`src/rtl/mgmt2w_pkg.sv`:
```
package mgmt2w_pkg;

  localparam int unsigned HDR_BITS   = 3;
  localparam int unsigned CMD_BITS   = 8;
  localparam int unsigned WORD_BITS  = 16;
  localparam int unsigned STOP_BITS  = 2;
  localparam int unsigned TAIL_BITS  = 1;
  localparam int unsigned FRAME_BITS = HDR_BITS + CMD_BITS + 2 * WORD_BITS
                                     + STOP_BITS + TAIL_BITS;
  localparam int unsigned DATA_FIRST = HDR_BITS + CMD_BITS + WORD_BITS;
  localparam int unsigned DATA_LAST  = DATA_FIRST + WORD_BITS - 1;
  localparam int unsigned IDX_W      = $clog2(FRAME_BITS);

  localparam logic [HDR_BITS-1:0]  START_PAT = 3'b101;
  localparam logic [STOP_BITS-1:0] STOP_PAT  = 2'b01;

  typedef enum logic [1:0] {
    PH_IDLE = 2'd0,
    PH_LOW  = 2'd1,
    PH_HIGH = 2'd2
  } phase_e;

  typedef struct packed {
    logic                 wr;
    logic [WORD_BITS-1:0] addr;
    logic [WORD_BITS-1:0] wdata;
  } xfer_t;

  // Reorder bytes so the least significant byte comes out first when the
  // word is serialised MSB first.
  function automatic logic [WORD_BITS-1:0] lsbyte_first(input logic [WORD_BITS-1:0] w);
    logic [WORD_BITS-1:0] r;
    r = '0;
    for (int b = 0; b < int'(WORD_BITS / 8); b++) begin
      r[WORD_BITS-1-8*b -: 8] = w[8*b +: 8];
    end
    return r;
  endfunction

endpackage

```
`src/rtl/mgmt2w_rst_sync.sv`:
```
module mgmt2w_rst_sync (
  input  logic clk,
  input  logic rst_n,
  output logic rst_sync_n
);

  logic [1:0] stage_q;

  always_ff @(posedge clk or negedge rst_n) begin
    if (!rst_n) begin
      stage_q <= 2'b00;
    end else begin
      stage_q <= {stage_q[0], 1'b1};
    end
  end

  assign rst_sync_n = stage_q[1];

endmodule

```
`src/rtl/mgmt2w_divider.sv`:
```
module mgmt2w_divider #(
  parameter int unsigned HALF_DIV = 25
) (
  input  logic clk,
  input  logic rst_n,
  input  logic run,
  output logic tick
);

  localparam int unsigned CNT_W = (HALF_DIV > 1) ? $clog2(HALF_DIV) : 1;
  localparam logic [CNT_W-1:0] CNT_LAST = CNT_W'(HALF_DIV - 1);

  logic [CNT_W-1:0] cnt_q;
  logic [CNT_W-1:0] cnt_d;

  always_comb begin
    tick  = run && (cnt_q == CNT_LAST);
    cnt_d = cnt_q;
    if (!run || tick) begin
      cnt_d = '0;
    end else begin
      cnt_d = cnt_q + 1'b1;
    end
  end

  always_ff @(posedge clk or negedge rst_n) begin
    if (!rst_n) begin
      cnt_q <= '0;
    end else begin
      cnt_q <= cnt_d;
    end
  end

endmodule

```
`src/rtl/mgmt2w_frame.sv`:
```
module mgmt2w_frame
  import mgmt2w_pkg::*;
#(
  parameter logic [CMD_BITS-1:0] RD_CMD = 8'hA9,
  parameter logic [CMD_BITS-1:0] WR_CMD = 8'hA8
) (
  input  logic                 clk,
  input  logic                 rst_n,
  input  logic                 load,
  input  xfer_t                xfer,
  input  logic                 advance,
  input  logic                 capture,
  input  logic                 commit,
  input  logic                 rx_bit,
  output logic                 bit_out,
  output logic                 bit_oe,
  output logic [WORD_BITS-1:0] rd_word
);

  logic [FRAME_BITS-1:0] tx_q, tx_d;
  logic [FRAME_BITS-1:0] oe_q, oe_d;
  logic [WORD_BITS-1:0]  rx_q, rx_d;
  logic [WORD_BITS-1:0]  hold_q, hold_d;
  logic [CMD_BITS-1:0]   cmd_sel;
  logic [WORD_BITS-1:0]  payload;

  always_comb begin
    cmd_sel = xfer.wr ? WR_CMD : RD_CMD;
    payload = xfer.wr ? lsbyte_first(xfer.wdata) : {WORD_BITS{1'b0}};

    tx_d = tx_q;
    oe_d = oe_q;
    if (load) begin
      tx_d = {START_PAT, cmd_sel, lsbyte_first(xfer.addr), payload,
              STOP_PAT, {TAIL_BITS{1'b0}}};
      oe_d = {{DATA_FIRST{1'b1}}, {WORD_BITS{xfer.wr}},
              {STOP_BITS{1'b1}}, {TAIL_BITS{1'b0}}};
    end else if (advance) begin
      tx_d = {tx_q[FRAME_BITS-2:0], 1'b0};
      oe_d = {oe_q[FRAME_BITS-2:0], 1'b0};
    end

    rx_d = rx_q;
    if (capture) begin
      rx_d = {rx_q[WORD_BITS-2:0], rx_bit};
    end

    hold_d = hold_q;
    if (commit) begin
      hold_d = lsbyte_first(rx_q);
    end
  end

  always_ff @(posedge clk or negedge rst_n) begin
    if (!rst_n) begin
      tx_q   <= '0;
      oe_q   <= '0;
      rx_q   <= '0;
      hold_q <= '0;
    end else begin
      tx_q   <= tx_d;
      oe_q   <= oe_d;
      rx_q   <= rx_d;
      hold_q <= hold_d;
    end
  end

  assign bit_out = tx_q[FRAME_BITS-1];
  assign bit_oe  = oe_q[FRAME_BITS-1];
  assign rd_word = hold_q;

endmodule

```
`src/rtl/mgmt2w_seq.sv`:
```
module mgmt2w_seq
  import mgmt2w_pkg::*;
(
  input  logic clk,
  input  logic rst_n,
  input  logic req_valid,
  input  logic req_write,
  input  logic tick,
  output logic run,
  output logic load,
  output logic advance,
  output logic capture,
  output logic commit,
  output logic busy,
  output logic done,
  output logic bus_clk
);

  localparam logic [IDX_W-1:0] IDX_LAST = IDX_W'(FRAME_BITS - 1);
  localparam logic [IDX_W-1:0] IDX_RD0  = IDX_W'(DATA_FIRST);
  localparam logic [IDX_W-1:0] IDX_RDN  = IDX_W'(DATA_LAST);

  phase_e           state_q, state_d;
  logic [IDX_W-1:0] idx_q, idx_d;
  logic             wr_q, wr_d;
  logic             finish;
  logic             in_window;
  logic             busy_q, done_q, clk_q;

  always_comb begin
    in_window = (idx_q >= IDX_RD0) && (idx_q <= IDX_RDN);
    state_d   = state_q;
    idx_d     = idx_q;
    wr_d      = wr_q;
    load      = 1'b0;
    advance   = 1'b0;
    capture   = 1'b0;
    finish    = 1'b0;
    unique case (state_q)
      PH_IDLE: begin
        if (req_valid) begin
          state_d = PH_LOW;
          idx_d   = '0;
          wr_d    = req_write;
          load    = 1'b1;
        end
      end
      PH_LOW: begin
        if (tick) begin
          state_d = PH_HIGH;
          capture = in_window && !wr_q;
        end
      end
      PH_HIGH: begin
        if (tick) begin
          advance = 1'b1;
          if (idx_q == IDX_LAST) begin
            state_d = PH_IDLE;
            finish  = 1'b1;
          end else begin
            state_d = PH_LOW;
            idx_d   = idx_q + 1'b1;
          end
        end
      end
      default: state_d = PH_IDLE;
    endcase
  end

  always_ff @(posedge clk or negedge rst_n) begin
    if (!rst_n) begin
      state_q <= PH_IDLE;
      idx_q   <= '0;
      wr_q    <= 1'b0;
      busy_q  <= 1'b0;
      done_q  <= 1'b0;
      clk_q   <= 1'b0;
    end else begin
      state_q <= state_d;
      idx_q   <= idx_d;
      wr_q    <= wr_d;
      busy_q  <= (state_d != PH_IDLE);
      done_q  <= finish;
      clk_q   <= (state_d == PH_HIGH);
    end
  end

  assign run     = (state_q != PH_IDLE);
  assign commit  = finish && !wr_q;
  assign busy    = busy_q;
  assign done    = done_q;
  assign bus_clk = clk_q;

endmodule

```
`src/rtl/mgmt2w_master.sv`:
```
module mgmt2w_master
  import mgmt2w_pkg::*;
#(
  parameter int unsigned         HALF_DIV = 25,
  parameter logic [CMD_BITS-1:0] RD_CMD   = 8'hA9,
  parameter logic [CMD_BITS-1:0] WR_CMD   = 8'hA8
) (
  input  logic        clk,
  input  logic        rst_n,
  input  logic        req_valid,
  input  logic        req_write,
  input  logic [15:0] req_addr,
  input  logic [15:0] req_wdata,
  output logic        busy,
  output logic        done,
  output logic [15:0] rd_data,
  output logic        bus_clk,
  output logic        bus_dout,
  output logic        bus_doe,
  input  logic        bus_din
);

  logic  rst_sync_n;
  logic  tick, run, load, advance, capture, commit;
  xfer_t xfer;

  assign xfer = '{wr: req_write, addr: req_addr, wdata: req_wdata};

  mgmt2w_rst_sync u_rst (
    .clk        (clk),
    .rst_n      (rst_n),
    .rst_sync_n (rst_sync_n)
  );

  mgmt2w_divider #(.HALF_DIV(HALF_DIV)) u_div (
    .clk   (clk),
    .rst_n (rst_sync_n),
    .run   (run),
    .tick  (tick)
  );

  mgmt2w_seq u_seq (
    .clk       (clk),
    .rst_n     (rst_sync_n),
    .req_valid (req_valid),
    .req_write (req_write),
    .tick      (tick),
    .run       (run),
    .load      (load),
    .advance   (advance),
    .capture   (capture),
    .commit    (commit),
    .busy      (busy),
    .done      (done),
    .bus_clk   (bus_clk)
  );

  mgmt2w_frame #(.RD_CMD(RD_CMD), .WR_CMD(WR_CMD)) u_frame (
    .clk     (clk),
    .rst_n   (rst_sync_n),
    .load    (load),
    .xfer    (xfer),
    .advance (advance),
    .capture (capture),
    .commit  (commit),
    .rx_bit  (bus_din),
    .bit_out (bus_dout),
    .bit_oe  (bus_doe),
    .rd_word (rd_data)
  );

endmodule

```
`config.mk`:
```
export PLATFORM = sky130hd
export DESIGN_NAME = mgmt2w_master
export DESIGN_NICKNAME = d
export VERILOG_FILES = /design/src/rtl/mgmt2w_pkg.sv /design/src/rtl/mgmt2w_rst_sync.sv /design/src/rtl/mgmt2w_divider.sv /design/src/rtl/mgmt2w_frame.sv /design/src/rtl/mgmt2w_seq.sv /design/src/rtl/mgmt2w_master.sv
export SDC_FILE = /design/constraint.sdc
export NUM_CORES = 1
export LEC_CHECK = 0
export ABC_AREA = 1
export BUFFER_PORTS_ARGS = -buffer_cell sky130_fd_sc_hd__buf_2
export CAP_MARGIN = 30
export CELL_PAD_IN_SITES_DETAIL_PLACEMENT = 2
export CELL_PAD_IN_SITES_GLOBAL_PLACEMENT = 2
export CORE_UTILIZATION = 35
export DETAILED_ROUTE_END_ITERATION = 8
export PLACE_DENSITY_LB_ADDON = 0.1
export SETUP_SLACK_MARGIN = 0.1
export SYNTH_ARGS = -nofsm -noshare
export SYNTH_HDL_FRONTEND = slang
export SYNTH_SLANG_ARGS = --single-unit
```
`constraint.sdc`:
```
create_clock -name clk -period 10.1 [get_ports clk]
set_clock_uncertainty 0.2 [all_clocks]
set_input_delay 1.515 -clock clk [delete_from_list [all_inputs] [get_ports clk]]
set_output_delay 1.515 -clock clk [all_outputs]
set_load 0.01 [all_outputs]
```
==> results of run 1 <==
[sequential cells by signal (all words and copies together), names as in the netlist]
| register | count |
|---|---|
| u_frame.rd_word | 16 |
| u_seq.state_q | 2 |
| u_frame.tx_q | 44 |
| u_rst.stage_q | 2 |
| u_div.cnt_q | 5 |
| u_seq.done | 1 |
| u_seq.bus_clk | 1 |
| u_seq.idx_q | 6 |
| u_seq.busy | 1 |
| u_frame.rx_q | 16 |
| u_frame.oe_q | 45 |
| u_seq.wr_q | 1 |
[cells by family (layout without fill, tap and decap cells)]
kind of cell / after synthesis / in the layout / synth area share (%)
XOR/XNOR: 3 / 3 / 0.4304
other: 1 / 1 / 0.06142
AND/OR/NAND/NOR: 371 / 371 / 25.16
buffers and inverters: 89 / 144 / 6.906
adder cells (fa/ha/maj): 5 / 5 / 1.025
flip-flops: 140 / 140 / 57.38
AO/OA/AOI/OAI: 106 / 106 / 9.037
[layout make-up]
class	count	area share (%)
Clock buffer	21	6.494
Clock inverter	11	2.012
Inverter	51	2.770
Multi-Input combinational cell	486	30.76
Sequential cell	140	49.46
Tap cell	220	3.882
Timing Repair Buffer	61	4.623
[final timing paths]
path | cells after the start | start | to
min in group clk | 0 | u_rst.stage_q[0] | u_rst.stage_q[1]
max in group asynchronous | 1 | u_rst.stage_q[1] | u_frame.tx_q[45]
worst min register to register | 0 | u_rst.stage_q[1] | u_frame.rd_word[1]
worst max-delay path | 8 | req_valid | u_frame.oe_q[5]
worst min-delay path | 0 | u_rst.stage_q[1] | u_frame.rd_word[1]
worst max register to register | 8 | u_seq.state_q[0] | u_frame.oe_q[5]
[power breakdown]
group          leakage (nW)  internal [mW]  switching, mW
Combinational          1.56          0.101          0.182
Sequential             1.78          0.703         0.0735
Clock                 0.293          0.400          0.241
[cells in the final DEF (no fill, tap or decap), drive strengths merged]
master    synthesis  final
nor2             18     18
dfrtp           140    140
nand2           297    297
bufinv            0      3
o21ai            94     94
inv              51     51
clkbuf           12     21
xnor2             2      2
o211ai            8      8
o22ai             1      1
clkinvlp          0      2
nand3            52     52
clkinv            0      6
nand4             3      3
buf              26     61
a21oi             3      3
xor2              1      1
conb              1      1
ha                5      5
nor3              1      1
[per-stage QoR]
step                setup WS, ns  cells  power, mW  hold WS [ns]
floorplan                  5.711    715     0.9827        0.1312
CTS                        6.390    989      1.733        0.1493
global placement           6.156    957      1.038        0.1379
global route               6.143    990      1.807        0.1445
finish                     6.443    990      1.701        0.1055
detailed placement         5.917    957      1.072        0.1356
[routing by layer]
layer  track usage, %  vias to the layer above  wire length [µm]
met2            33.62                       55              7979
met1            22.58                     2457              6783
li1                 -                     2343                 -
met5                0                        -                 0
met4            6.180                        0               184
met3            3.704                       16               335
==> key figures, run 1 <==
Routing
  • Routed Antenna Nets: 0
  • Routed wire length: about 15000 µm
  • DR iter-0 viols: roughly 220
  • Vias per cell: between 4 and 5
  • WL/cell: approximately 15 µm
  • Via count: around 4.9k
  • DRC violations left: 0
  • Pre-Repair DR Iteration Count: 4

Layout
  • Post-route design area: 0.007091 mm²
  • FF+latch area: about 0.0035 mm²
  • Syn-to-layout area delta: 16.13%
  • Diode count: 0
  • Fraction of layout instances using a drive strength above 1: between 10% and 20%
  • Nets: between 700 and 800
  • Core Util, Final: between 40% and 50%
  • Fillcell total: 1888
  • Multi-input gate area: between 0.002 and 0.0025 mm²

Place
  • DP HPWL: 9189 µm
  • Number of port buffers: 57
  • Area after DPL: between 0.006 and 0.007 mm²
  • GPL Wtd Cong: around 0.73

Clocking
  • Root buffer cell: clkbuf_16
  • Clk sinks: 140
  • Worst-Skew Late Latency: around 0.42 ns
  • CTS H-tree lvls: 4
  • CTS Hold Bufs: 0
  • Total CTS buffers: 17
  • Worst-path clk slew: around 0.060 ns
  • Clock tree buffer depth: 2
  • CTS tree: yes
  • Resized Gates After CTS: 0
  • Setup bufs post-CTS: 0

STA
  • Setup violators final: 0
  • Slew Viols, Final: 0
  • Tcrit/Tclk final: a little over a third
  • RSZ-0062 raised after global routing: no
  • Max Fclk: about 270 MHz
  • Worst Max-Slew Pin Slew: about 0.93 ns
  • Clock period minus worst slack: about 3.7 ns
  • Post-route setup TNS: 0 ns
  • Worst relative slew slack: 37.60%
  • Fin. Hold Viols: 0

Job
  • Max_cap viols: 0

Yosys
  • Number of synthesized flops with an enable pin: 0
  • Seq/Total Area, Yosys: 57.38%
  • Synth area leader: dfrtp_1
  • Ys flop type: dfrtp_1
  • #FFs+latches synth: between 100 and 150
  • Syn Nets: ~760
  • Count of cell types in the netlist: 28
  • List of most frequent post-synthesis cells: nand2_1, dfrtp_1, o21ai_0
  • Post-Syn Instances: slightly above 700
  • Count leader, synth: nand2_1
  • Synth top area share: a little under three fifths
  • Top cells by area, synth: dfrtp_1, nand2_1, o21ai_0, nand3_1, inv_1
  • Number of synthesis warnings: 0
  • Syn_area_per_cell: around 8.5 µm²
  • Synth Cell Area: 0.006106 mm²
  • Asr flop ratio synth: between 90% and 100%

Global route
  • Antenna violations before repair: 0
  • Overflow after GRT: 0
  • Largest net degree at the start of global routing: 86
  • Vias in the first global route: between 5k and 6k
  • GR Util All Layers: between 10% and 20%
  • Global-route wire length before repair: ~27000 µm

Floorplanning
  • Die X-Extent: approximately 130 µm
  • Row Count: 47
  • Effective utilization at floorplan: between 30% and 40%
  • Die area: roughly 0.018 mm²
  • Core area: about 0.017 mm²
  • IO Pins: 58
  • Chip height: around 130 µm

Critical path
  • Largest stage delay on the critical path: roughly 0.75 ns
  • Critical path class: input pin to flip-flop
  • Required @ worst endpoint: just over 10 ns
  • Arr. time, crit path: roughly 3.8 ns
  • Crit path max-delay family: buffers and inverters
  • Slowest cell on the critical path: inv_2
  • WP buf/inv: 3
  • Reg2reg setup slack: between 6 and 7 ns
  • Peak fanout along the critical path: 60
  • Worst-path cell chain: buf_2 > nand2_2 > buf_4 > inv_2 > nand2_1 > o21ai_0 > nand2_1 > o21ai_0
  • Critical path launch point type: input pin
  • CP endpoint kind: flip-flop

Power
  • Static Leak: approximately 3.6 nW
  • Power Density: between 200 and 250 mW/mm²
  • Peak supply drop: 122.5 µV

Outcome
  • Status: finished, final reports clean

Min path
  • Worst min path class: flip-flop to async pin
No activity file was read; power rests on OpenSTA's default activity.
==> run 2, diff against run 1 <==
--- a/config.mk
+++ b/config.mk
@@ -5,12 +5,12 @@
 export SDC_FILE = /design/constraint.sdc
 export NUM_CORES = 1
 export LEC_CHECK = 0
-export ABC_AREA = 1
+export ABC_AREA = 0
 export BUFFER_PORTS_ARGS = -buffer_cell sky130_fd_sc_hd__buf_2
 export CAP_MARGIN = 30
 export CELL_PAD_IN_SITES_DETAIL_PLACEMENT = 2
 export CELL_PAD_IN_SITES_GLOBAL_PLACEMENT = 2
-export CORE_UTILIZATION = 35
+export CORE_UTILIZATION = 34
 export DETAILED_ROUTE_END_ITERATION = 8
 export PLACE_DENSITY_LB_ADDON = 0.1
 export SETUP_SLACK_MARGIN = 0.1
==> constraint.sdc (replaced) <==
create_clock -name clk -period 2.9 [get_ports clk]
set_clock_uncertainty 0.2 [all_clocks]
set_input_delay 0.435 -clock clk [delete_from_list [all_inputs] [get_ports clk]]
set_output_delay 0.435 -clock clk [all_outputs]
set_load 0.01 [all_outputs]
==> key figures, run 2 <==
Clocking
  • Total CTS buffers: 17 (unchanged)
  • Clock tree buffer depth: 2 (unchanged)
  • Worst-Skew Late Latency: 0.42 ns (about the same)
  • CTS H-tree lvls: 4 (unchanged)
  • Setup bufs post-CTS: 0 (unchanged)
  • CTS tree: yes
  • Clk sinks: 140 (unchanged)
  • Worst-path clk slew: 0.06 ns (about the same)
  • Root buffer cell: clkbuf_16

Global route
  • Global-route wire length before repair: 25420 µm (-5.3%)
  • Largest net degree at the start of global routing: 92 (+7.0%)
  • Antenna violations before repair: 0 (unchanged)
  • GR Util All Layers: 17.93% (-0.87 points)
  • Overflow after GRT: 0 (unchanged)
  • Vias in the first global route: 5085 (-6.6%)

Power
  • Power Density: 835.8 mW/mm² (+250%)
  • Pwr Total: 5.992 mW (+250%)
  • Sw power: 1.521 mW (+210%)
  • Peak supply drop: 476.2 µV (+290%)
  • Switching part of the total: 25.39% (-3.8 points)
  • Combinational power share: 11.8% (-4.9 points)
  • Clock power share: 44.7% (+7.0 points)
  • P_int: 4.471 mW (+270%)
  • Seq pwr share: 43.5% (-2.1 points)
  • Static Leak: 3.362 nW (-7.6%)

Yosys
  • Count of cell types in the netlist: 41 (+46%)
  • Synth Cell Area: 0.005919 mm² (-3.1%)
  • Ys flop type: dfrtp_1
  • Syn Nets: 633 (-16%)
  • Synth area leader: dfrtp_1
  • Syn_area_per_cell: 10.02 µm² (+17%)
  • Number of synthesized flops with an enable pin: 0 (unchanged)
  • Top cells by area, synth: dfrtp_1, nand2_1, a31oi_1, mux2_2, nand3_1
  • #FFs+latches synth: 140 (unchanged)
  • List of most frequent post-synthesis cells: nand2_1, dfrtp_1, a31oi_1
  • Number of synthesis warnings: 0 (unchanged)
  • Count leader, synth: nand2_1
  • Seq/Total Area, Yosys: 59.18% (+1.8 points)
  • Post-Syn Instances: 591 (-17%)
  • Synth top area share: 59.18% (+1.8 points)
  • Asr flop ratio synth: 100.0% (unchanged)

Place
  • DP HPWL: 8953 µm (-2.6%)
  • GPL Wtd Cong: 0.6889 (-5.3%)
  • Pre-CTS setup slack: 0.4259 ns (-5.491 ns)
  • Number of port buffers: 57 (unchanged)
  • Post-Place Cells: 838 (-12%)

Layout
  • Max FFs per register: 45 (unchanged)
  • Fraction of layout instances using a drive strength above 1: 21.97% (+7.7 points)
  • Fillcell total: 1828 (-3.2%)
  • Most flops, register: u_frame.oe_q
  • Diode count: 0 (unchanged)
  • Non-filler cells, final: 871 (-12%)
  • Syn-to-layout area delta: 21.12%
  • Top Registers: u_frame.oe_q (45), u_frame.tx_q (44)
  • Nets: 680 (-15%)
  • Most common cell after layout, fill and taps aside: nand2_1
  • Most frequent cells in the layout: nand2_1, dfrtp_1, buf_2

STA
  • Post-route worst setup slack: 0.4345 ns (-6.009 ns)
  • Setup violators final: 0 (unchanged)
  • Post-route setup TNS: 0 ns (unchanged)
  • Tcrit/Tclk final: around 85%
  • Max Fclk: 405.6 MHz
  • Fin. Hold Viols: 0 (unchanged)
  • Worst Max-Slew Pin Slew: 0.6506 ns (-0.2841 ns)
  • Slew Viols, Final: 0 (unchanged)
  • RSZ-0062 raised after global routing: no
  • Worst relative slew slack: 56.17% (+19 points)
  • Clock period minus worst slack: ~2.5 ns

Critical path
  • Critical path class: flip-flop to flip-flop
  • Arr. time, crit path: 2.57 ns (-1.21 ns)
  • CP endpoint kind: flip-flop
  • Required @ worst endpoint: 3.00 ns (-7.23 ns)
  • Peak fanout along the critical path: 16 (-73%)
  • Critical path launch point type: flip-flop

Floorplanning
  • Chip height: 133.9 µm (-0.10%)
  • Die area: 0.01794 mm² (-0.20%)
  • Row Count: 47 (unchanged)
  • Core area: 0.01682 mm² (unchanged)
  • Die X-Extent: 133.9 µm (-0.10%)
  • IO Pins: 58 (unchanged)
  • Effective utilization at floorplan: 35.20% (-1.1 points)

Routing
  • Routed wire length: 14770 µm (-3.3%)
  • Via count: 4479 (-8.0%)
  • WL/cell: 16.96 µm (+9.9%)
  • Vias per cell: 5.142 (+4.5%)
  • DR iter-0 viols: 182 (-19%)
  • Pre-Repair DR Iteration Count: 4 (unchanged)
  • Routed Antenna Nets: 0 (unchanged)
  • DRC violations left: 0 (unchanged)

Min path
  • Worst min path class: input pin to flip-flop

Job
  • Max_cap viols: 0 (unchanged)

Outcome
  • Status: finished, final reports clean
-- run 2: power by group through the flow --
stage | Combinational [mW] | Sequential [mW] | Clock (mW)
2_1_floorplan | 0.519 | 2.57 | 0
3_3_place_gp | 0.652 | 2.61 | 0
6_report | 0.706 | 2.60 | 2.68
4_1_cts | 0.733 | 2.61 | 2.75
3_5_place_dp | 0.714 | 2.63 | 0
5_1_grt | 0.817 | 2.66 | 2.82
-- run 2: final cells by class --
type / instances / area, µm² / share of cell area, %
inverters: 6 / 22.52 / 0.3141
clock inverters: 14 / 289.0 / 4.031
clock buffers: 18 / 439.2 / 6.126
multi-input cells: 402 / 2206 / 30.77
repair buffers: 71 / 430.4 / 6.003
flip-flops and latches: 140 / 3507 / 48.92
well taps: 220 / 275.3 / 3.839
-- run 2: path summary, 6_finish.rpt --
check | cells after the start | end | startpoint | slack, ns
setup / recovery | 7 | u_frame.rd_word[0] | u_seq.idx_q[1] | 0.43
hold / removal | 2 | u_frame.rx_q[0] | bus_din | 0.05
setup reg to reg | 7 | u_frame.rd_word[0] | u_seq.idx_q[1] | 0.43
hold reg to reg | 0 | u_seq.idx_q[0] | u_rst.stage_q[1] | 0.13
max in group asynchronous | 1 | u_frame.oe_q[11] | u_rst.stage_q[1] | 1.59
min in group asynchronous | 2 | u_rst.stage_q[0] | rst_n | 0.12
-- run 2: kinds of logic after synthesis --
group                      count (synthesis)  share of synthesized area [%]
AOI/OAI and AO/OA                         88                          9.047
xor gates and xnor gates                   4                         0.5919
adders and majority gates                  5                          1.057
buffers and inverters                     49                          3.762
DFF                                      140                          59.18
muxes                                     35                          7.229
other                                      1                        0.06335
and+or+nand+nor                          269                          19.07
-- run 2: metrics by stage --
stage / hold slack, ns / cell area [µm²] / utilization (%)
2_1_floorplan: -0.06059 / 5921 / -
3_3_place_gp: 0.02133 / 6431 / 38.24
6_report: 0.04827 / 7169 / 42.63
5_1_grt: 0.04495 / 7169 / 42.63
3_5_place_dp: 0.02461 / 6431 / 38.24
4_1_cts: 0.03333 / 7169 / 42.63
-- run 2: timing repair --
action                    CTS  global route
gates resized for setup     0             0
hold buffers                1             0
hold endpoints to repair    2             0
-- run 2: worst max-delay path, cell delays in order, from the launching register on --
cell	delay, ns
dfrtp_1	0.44
inv_1	0.10
ha_1	0.16
nand2_1	0.07
or3_1	0.48
nor3_4	0.21
buf_4	0.29
mux2_2	0.38
-- run 2: per-layer routing --
layer  up-vias  global-route usage, %  wire length, µm
li1       2089                      -                -
met1      2309                  22.01             6575
met2        61                  31.00             7545
met3        20                  4.157              446
met4         0                  5.808              204
met5         -                      0                0
